==> src/rtl/bcd_sub_pkg.sv <==
// Package: shared digit type and constants for the decimal subtractor.
// Assumes packed BCD with digit 0 in the least significant nibble.
package bcd_sub_pkg;
    typedef logic [3:0] bcd_digit_t;

    localparam bcd_digit_t DIGIT_MAX  = 4'd9;
    localparam bcd_digit_t NC_OFFSET  = 4'b1010;
    localparam bcd_digit_t DEC_ADJUST = 4'b0110;

    // True when a nibble is not a legal decimal digit
    function automatic logic digit_illegal(input bcd_digit_t d);
        return d > DIGIT_MAX;
    endfunction
endpackage

==> src/rtl/bcd_nines_comp.sv <==
// Module: nines complement of one BCD digit.
// Forms the bitwise inverse plus 1010 and drops the carry out of the nibble.
// Assumes a legal digit; illegal codes give an unspecified result.
module bcd_nines_comp
    import bcd_sub_pkg::*;
(
    input  bcd_digit_t digit_i,
    output bcd_digit_t comp_o
);
    logic [4:0] widened;

    // Inverse plus offset, carry bit discarded
    always_comb begin
        widened = {1'b0, ~digit_i} + {1'b0, NC_OFFSET};
        comp_o  = widened[3:0];
    end
endmodule

==> src/rtl/bcd_digit_add.sv <==
// Module: one decimal digit adder with +6 correction.
// Adds two digits and a carry in binary. It corrects when the nibble
// overflows or the sum exceeds nine, and the correction sets the decimal carry out.
// Assumes legal digits on both inputs.
module bcd_digit_add
    import bcd_sub_pkg::*;
(
    input  bcd_digit_t a_i,
    input  bcd_digit_t b_i,
    input  logic       c_i,
    output bcd_digit_t s_o,
    output logic       c_o
);
    logic [4:0] bin_sum;
    logic       fix;
    bcd_digit_t adjust;

    // Binary sum, correction decision and corrected digit
    always_comb begin
        bin_sum = {1'b0, a_i} + {1'b0, b_i} + {4'b0000, c_i};
        fix     = bin_sum[4] | (bin_sum[3:0] > DIGIT_MAX);
        adjust  = fix ? DEC_ADJUST : 4'd0;
        s_o     = bin_sum[3:0] + adjust;
        c_o     = fix;
    end
endmodule

==> src/rtl/bcd_add_chain.sv <==
// Module: ripple chain of NDIG decimal digit adders.
// The decimal carry of each digit feeds the carry input of the next higher digit.
// Assumes legal BCD operands.
module bcd_add_chain
    import bcd_sub_pkg::*;
#(
    parameter int NDIG = 4
) (
    input  logic [4*NDIG-1:0] a_i,
    input  logic [4*NDIG-1:0] b_i,
    input  logic              c_i,
    output logic [4*NDIG-1:0] s_o,
    output logic              c_o
);
    logic [NDIG:0] carry;

    assign carry[0] = c_i;
    assign c_o      = carry[NDIG];

    for (genvar k = 0; k < NDIG; k++) begin : g_digit
        bcd_digit_add u_add (
            .a_i (a_i[4*k +: 4]),
            .b_i (b_i[4*k +: 4]),
            .c_i (carry[k]),
            .s_o (s_o[4*k +: 4]),
            .c_o (carry[k+1])
        );
    end
endmodule

==> src/rtl/bcd_nines_subtractor.sv <==
// Module: multi-digit BCD subtractor (top).
// Computes minuend minus subtrahend as sign plus BCD magnitude. The steps are
// nines complement of the subtrahend, a decimal add, an end-around carry as a
// second ripple pass, and a re-complement when the result is negative.
// Purely combinational. Data outputs are unspecified when bad_digit_o is set.
module bcd_nines_subtractor
    import bcd_sub_pkg::*;
#(
    parameter int NDIG = 4
) (
    input  logic [4*NDIG-1:0] minuend_i,
    input  logic [4*NDIG-1:0] subtrahend_i,
    output logic [4*NDIG-1:0] mag_o,
    output logic              neg_o,
    output logic [4*NDIG-1:0] raw_o,
    output logic              bad_digit_o
);
    localparam int W = 4 * NDIG;

    logic [W-1:0]    sub_comp;
    logic [W-1:0]    first_sum;
    logic            end_carry;
    logic [W-1:0]    raw_comp;
    logic            eac_overflow;
    logic [NDIG-1:0] digit_is_nine;
    logic [NDIG-1:0] digit_bad;

    // Nines complement of the subtrahend, and of the raw result for negatives
    for (genvar k = 0; k < NDIG; k++) begin : g_comp
        bcd_nines_comp u_sub_nc (
            .digit_i (subtrahend_i[4*k +: 4]),
            .comp_o  (sub_comp[4*k +: 4])
        );
        bcd_nines_comp u_raw_nc (
            .digit_i (raw_o[4*k +: 4]),
            .comp_o  (raw_comp[4*k +: 4])
        );
        assign digit_is_nine[k] = (raw_o[4*k +: 4] == DIGIT_MAX);
        assign digit_bad[k]     = digit_illegal(minuend_i[4*k +: 4])
                                | digit_illegal(subtrahend_i[4*k +: 4]);
    end

    // First pass: minuend plus complemented subtrahend
    bcd_add_chain #(.NDIG(NDIG)) u_pass_add (
        .a_i (minuend_i),
        .b_i (sub_comp),
        .c_i (1'b0),
        .s_o (first_sum),
        .c_o (end_carry)
    );

    // Second pass: end-around carry rippled in from the lowest digit
    bcd_add_chain #(.NDIG(NDIG)) u_pass_eac (
        .a_i (first_sum),
        .b_i ({W{1'b0}}),
        .c_i (end_carry),
        .s_o (raw_o),
        .c_o (eac_overflow)
    );

    // Sign and magnitude selection; all nines without carry is a positive zero
    always_comb begin
        neg_o       = ~end_carry & ~(&digit_is_nine);
        mag_o       = end_carry ? raw_o : raw_comp;
        bad_digit_o = |digit_bad;
    end
endmodule

==> config.mk <==
export PLATFORM = sky130hd
export DESIGN_NAME = bcd_nines_subtractor
export DESIGN_NICKNAME = d
export VERILOG_FILES = /design/src/rtl/bcd_sub_pkg.sv /design/src/rtl/bcd_nines_comp.sv /design/src/rtl/bcd_digit_add.sv /design/src/rtl/bcd_add_chain.sv /design/src/rtl/bcd_nines_subtractor.sv
export SDC_FILE = /design/constraint.sdc
export NUM_CORES = 1
export LEC_CHECK = 0
export ABC_AREA = 1
export BUFFER_PORTS_ARGS = -buffer_cell sky130_fd_sc_hd__buf_2
export CORE_MARGIN = 2
export CORE_UTILIZATION = 40
export DETAILED_ROUTE_END_ITERATION = 6
export PLACE_DENSITY = 0.62
export SLEW_MARGIN = 10
export SYNTH_ARGS = -nofsm -noshare
export SYNTH_HDL_FRONTEND = slang
export SYNTH_HIERARCHICAL = 1
export SYNTH_SLANG_ARGS = --single-unit
export TNS_END_PERCENT = 1
==> constraint.sdc <==
create_clock -name vclk -period 16.1
set_input_delay 1.61 -clock vclk [all_inputs]
set_output_delay 1.61 -clock vclk [all_outputs]
set_load 0.01 [all_outputs]
* After elaboration in Yosys (flattened, before gate mapping)
Index checks and enable logic that the tools add are counted.
Word-level totals: bits in registers 0, output and inout bits 34
Operators by class: add/sub/neg operators 27, order comparisons 16, equal/unequal tests 4, mux-type cells 9, bitwise operators 23, reductions and logical operators 2
Operators by type and width (count):
- $gt A4 B4 Y1 const B | 16
- $add A4 B3 Y4 | 8
- $add A4 B4 Y4 const B | 8
- $not A4 Y4 | 8
- $mux W3 | 8
- $add A4 B1 Y5 | 4
- $add A4 B4 Y5 | 4
- $eq A4 B4 Y1 const B | 4
- $mux W16 | 1
- $add A5 B1 Y5 | 3
- $or A1 B1 Y1 | 12
- $reduce_and A4 Y1 | 1
- $reduce_or A4 Y1 | 1
- $not A1 Y1 | 2
- $and A1 B1 Y1 | 1

* Logic depth before layout (Yosys ltp)
depth after elaboration 32, mapped depth 76, gate-level depth less buffers 76

* Cells and area by module
The synthesis kept the hierarchy.
By module, submodules not included:
- bcd_digit_add at u_pass_add.g_digit[0].u_add ... | times used 5, cells an instance 35, area each 237.7 um2
- bcd_digit_add at u_pass_eac.g_digit[1].u_add ... | times used 3, cells an instance 35, area each 234.0 um2
- bcd_nines_comp | times used 8, cells an instance 10, area each 50.0 um2
- bcd_nines_subtractor | times used 1, cells an instance 67, area each 365.4 um2

* Least setup slack after synthesis
No wires, ideal clock.
path kind input -> output, from in subtrahend_i[0], to out mag_o[15], arrival time 12.953 ns, required time 14.490 ns, path slack 1.537 ns, cell stages on the path 64, cells stage by stage inv_1 inv_1 fa_1 fa_1 xor2_1 nand2_1 nand3_1 nand2_1 inv_1 fa_1 fa_1 xor2_1 nand2_1 nand3_1 nand2_1 inv_1 fa_1 fa_1 [... 28 more ...] xor2_1 nand2_1 nand3_1 nand2_1 inv_1 fa_1 fa_1 xor2_1 nand2_1 nand3_1 nand2_1 ha_1 fa_1 inv_1 ha_1 nand2_1 nand2_1 mux2_2
Between the ends: longest elaborated chain between the ends 31
Ends and longest elaborated chain:
- from (decl) | RTL line bcd_nines_subtractor.sv:12 | input logic [4*NDIG-1:0] subtrahend_i,
- $not A4 Y4 * | RTL line bcd_nines_comp.sv:14 | widened = {1'b0, ~digit_i} + {1'b0, NC_OFFSET};
- $add A4 B4 Y4 * | RTL line bcd_nines_comp.sv:14
- $add A4 B4 Y5 * | RTL line bcd_digit_add.sv:20 | bin_sum = {1'b0, a_i} + {1'b0, b_i} + {4'b0000, c_i};
- $gt A4 B4 Y1 | RTL line bcd_digit_add.sv:21 | fix = bin_sum[4] | (bin_sum[3:0] > DIGIT_MAX);
- $or A1 B1 Y1 * | RTL line bcd_digit_add.sv:21
- named net u_pass_add.carry[1] | RTL line bcd_add_chain.sv:15 | logic [NDIG:0] carry;
- $add A5 B1 Y5 * | RTL line bcd_digit_add.sv:20
- $gt A4 B4 Y1 | RTL line bcd_digit_add.sv:21
- [... 1 more ...]
- named net u_pass_add.carry[2] | RTL line bcd_add_chain.sv:15
- [... 3 more ...]
- named net u_pass_add.carry[3] | RTL line bcd_add_chain.sv:15
- [... 3 more ...]
- named net end_carry | RTL line bcd_nines_subtractor.sv:22 | logic end_carry;
- [... 3 more ...]
- named net u_pass_eac.carry[1] | RTL line bcd_add_chain.sv:15
- [... 3 more ...]
- named net u_pass_eac.carry[2] | RTL line bcd_add_chain.sv:15
- [... 3 more ...]
- named net u_pass_eac.carry[3] | RTL line bcd_add_chain.sv:15
- [... 3 more ...]
- named net eac_overflow | RTL line bcd_nines_subtractor.sv:24 | logic eac_overflow;
- $mux W3 * | RTL line bcd_digit_add.sv:22 | adjust = fix ? DEC_ADJUST : 4'd0;
- $add A4 B3 Y4 * | RTL line bcd_digit_add.sv:23 | s_o = bin_sum[3:0] + adjust;
- named net raw_o[14] | RTL line bcd_nines_subtractor.sv:15 | output logic [4*NDIG-1:0] raw_o,
- $not A4 Y4 * | RTL line bcd_nines_comp.sv:14
- $add A4 B4 Y4 * | RTL line bcd_nines_comp.sv:14
- named net raw_comp[15] | RTL line bcd_nines_subtractor.sv:23 | logic [W-1:0] raw_comp;
- $mux W16 * | RTL line bcd_nines_subtractor.sv:64 | mag_o = end_carry ? raw_o : raw_comp;
- to (decl) | RTL line bcd_nines_subtractor.sv:13 | output logic [4*NDIG-1:0] mag_o,
Mark *: on every way through the listed nets, which the timed path passes. The rest lies on a longest branch.

* Worst setup path in the final report
from in subtrahend_i[0], to out mag_o[15]
Between the ends: longest elaborated chain between the ends 31
Ends and longest elaborated chain:
- $not A4 Y4 * | RTL line bcd_nines_comp.sv:14
- $add A4 B4 Y4 * | RTL line bcd_nines_comp.sv:14
- named net sub_comp[0] | RTL line bcd_nines_subtractor.sv:20 | logic [W-1:0] sub_comp;
- $add A4 B4 Y5 * | RTL line bcd_digit_add.sv:20
- $gt A4 B4 Y1 | RTL line bcd_digit_add.sv:21
- $or A1 B1 Y1 * | RTL line bcd_digit_add.sv:21
- named net u_pass_add.carry[1] | RTL line bcd_add_chain.sv:15
- $add A5 B1 Y5 * | RTL line bcd_digit_add.sv:20
- [... 2 more ...]
- named net u_pass_add.carry[2] | RTL line bcd_add_chain.sv:15
- [... 3 more ...]
- named net u_pass_add.carry[3] | RTL line bcd_add_chain.sv:15
- [... 3 more ...]
- named net end_carry | RTL line bcd_nines_subtractor.sv:22
- [... 3 more ...]
- named net u_pass_eac.carry[1] | RTL line bcd_add_chain.sv:15
- [... 3 more ...]
- named net u_pass_eac.carry[2] | RTL line bcd_add_chain.sv:15
- [... 3 more ...]
- named net u_pass_eac.carry[3] | RTL line bcd_add_chain.sv:15
- [... 2 more ...]
- $or A1 B1 Y1 * | RTL line bcd_digit_add.sv:21
- named net eac_overflow | RTL line bcd_nines_subtractor.sv:24
- $mux W3 * | RTL line bcd_digit_add.sv:22
- $add A4 B3 Y4 * | RTL line bcd_digit_add.sv:23
- $not A4 Y4 * | RTL line bcd_nines_comp.sv:14
- $add A4 B4 Y4 * | RTL line bcd_nines_comp.sv:14
- named net raw_comp[15] | RTL line bcd_nines_subtractor.sv:23
- $mux W16 * | RTL line bcd_nines_subtractor.sv:64
Marked as above.

==> key figures <==
Floorplanning
  • CORE AREA: 6390 µm²
  • Initial core utilization: 0.416
  • Standard-cell row count: 29
  • Die width: 85.5 µm
  • I/O pin count: 66
  • Height of the chip: roughly 85 µm
  • Die Area: 7310 µm²

Route
  • Drt drc: 0
  • DR pass1 iterations: 4
  • Iter 0 DRT Violations: 30
  • Final Routed Wirelength: 5.10 mm
  • Via count: 2549
  • Vias per cell: 4.39
  • ANT nets after route: 0
  • Mean routed wirelength per cell: roughly 8.8 µm

Global routing
  • Number of global-route vias before repair: 2342
  • Global route total overflow: 0
  • Antenna violations before repair: 0
  • Global-route wire length before repair: 9.23 mm
  • Total track usage: 0.144
  • Largest net degree at the start of global routing: 26

Synthesis
  • Synth top area share: 0.192
  • Gate Count Post-Synth: 427
  • Synth unique cells: 17
  • Seq/Total Area, Yosys: 0
  • Avg Inst Size Synth: 6.22 µm²
  • Area contributors post-synth: inv_1 (19%), ha_1 (19%), fa_1 (18%)
  • Synthesis warning total: 6
  • Synth area leader: inv_1
  • Syn Std Cell Area: 2660 µm²

Timing
  • F_max: 65.8 MHz
  • Final period util: 0.944
  • Endpoints failing setup: 0
  • Setup TNS: 0 ns
  • Hold Fails Final Rpt: 0
  • Max-slew violation count: 0
  • RSZ-0062 raised after global routing: false
  • Tmin final: 15.20 ns

Job
  • Maxcap violations: 0

CTS
  • CTS Hold Bufs: 0
  • Post-CTS setup buffer count: 0

Placed design
  • GPL Wtd Cong: 0.785
  • Detailed Place HPWL: 4.75 mm
  • Dpl cells: 580
  • # port buffers: 66

Setup path
  • CP startpoint kind: input pin
  • WS Path Type: in -> out
  • Crit path DAT: between 10 and 15 ns
  • CP endpoint kind: primary output
  • Crit-path max FO: 4
  • Slowest stage delay, CP: 0.52 ns
  • Crit path top cell by count: fa_1
  • Required time worst endpoint: roughly 14 ns
  • Crit-path slowest cell: fa_1

Final layout
  • FF+latch area: 0 µm²
  • Fillers: roughly 680
  • Nets@finish: around 600
  • Non-Filler Instances: 580
  • Diodes inserted: 0
  • Layout area overhead: 16.7%
  • Layout cells sized above 1: 0.177
  • Final Util: 0.485
  • Clock tree buffer count of the final layout: 0
  • Area of the multi-input gates: 2150 µm²
  • Seq cells: 0

Hold path
  • Hold Path Class: in -> out

Status
  • Outcome: completed
-- cell families after synthesis --
group	share of synthesized area
AO/OA/AOI/OAI	0.0900
XOR/XNOR	0.0264
adder cells (fa/ha/maj)	0.369
buffers and inverters	0.228
multiplexers	0.0382
other	0.00141
AND/OR/NAND/NOR	0.247
-- final timing paths --
check / from / end / slack (ns) / depth (start not counted)
worst max-delay path: subtrahend_i[0] / mag_o[15] / 0.90 / 66
worst min-delay path: minuend_i[11] / bad_digit_o / 3.65 / 6
-- area by class of cell --
cell class                      count  area share
Multi-Input combinational cell    300       0.695
Inverter                          136       0.165
Tap cell                           77      0.0311
Timing Repair Buffer               67       0.109
-- layer usage --
| metal | wire length [µm] | global-route usage | up-vias |
|---|---|---|---|
| met4 | 0 | 0 | 0 |
| met1 | 2510 | 0.190 | 1093 |
| met3 | 237 | 0.00770 | 0 |
| met5 | 0 | 0 | - |
| met2 | 2350 | 0.275 | 49 |
| li1 | - | - | 1407 |
-- stage by stage --
| stage | hold WS [ns] | worst slack, ns | instance area [µm²] |
|---|---|---|---|
| 2_1_floorplan | 3.44 | 1.54 | 2730 |
| 4_1_cts | 3.66 | 0.471 | 3070 |
| 5_1_grt | 3.69 | 0.00898 | 3100 |
| 3_3_place_gp | 3.66 | 0.681 | 3070 |
| 3_5_place_dp | 3.66 | 0.469 | 3070 |
| 6_report | 3.65 | 0.902 | 3100 |
-- what timing repair did --
item | in CTS | in global routing
gates resized for setup | 0 | 9
setup endpoints to repair | 0 | 3
hold endpoints to repair | 0 | 0
-- placed cells by master, fill, tap and decap left out --
master and instances:
mux2_2 5, o21a_1 8, buf_2 66, inv_1 136, o21ai_0 8, mux2_4 3
nor2_1 16, buf_4 1, fa_2 1, nand3_1 48, nand2_2 7, xor2_2 1
a21oi_1 19, ha_1 40, conb_1 21, a21oi_2 5, fa_1 23, nand2_1 88
xor2_1 7
-- synth_stat cells --
library cell  number
conb_1             1
ha_1              40
o21a_1             8
buf_8              1
nor2_1            16
a21oi_2            5
mux2_4             3
nand3_1           48
buf_6              1
fa_1              24
xor2_1             8
o21ai_0            8
a21oi_1           19
nand2_1           95
inv_1            136
buf_4              9
mux2_2             5
-- worst max-delay path: cells and delay by family --
family        cells  cell delay, ns
simple gates     26            2.12
xor+xnor          8            1.35
fa+ha+maj        19            7.40
mux               1            0.25
buf+inv          12            0.83
Power is left out: the tool's default activity adds up to more than one toggle a clock period on the data nets, which glitch-free logic cannot reach.
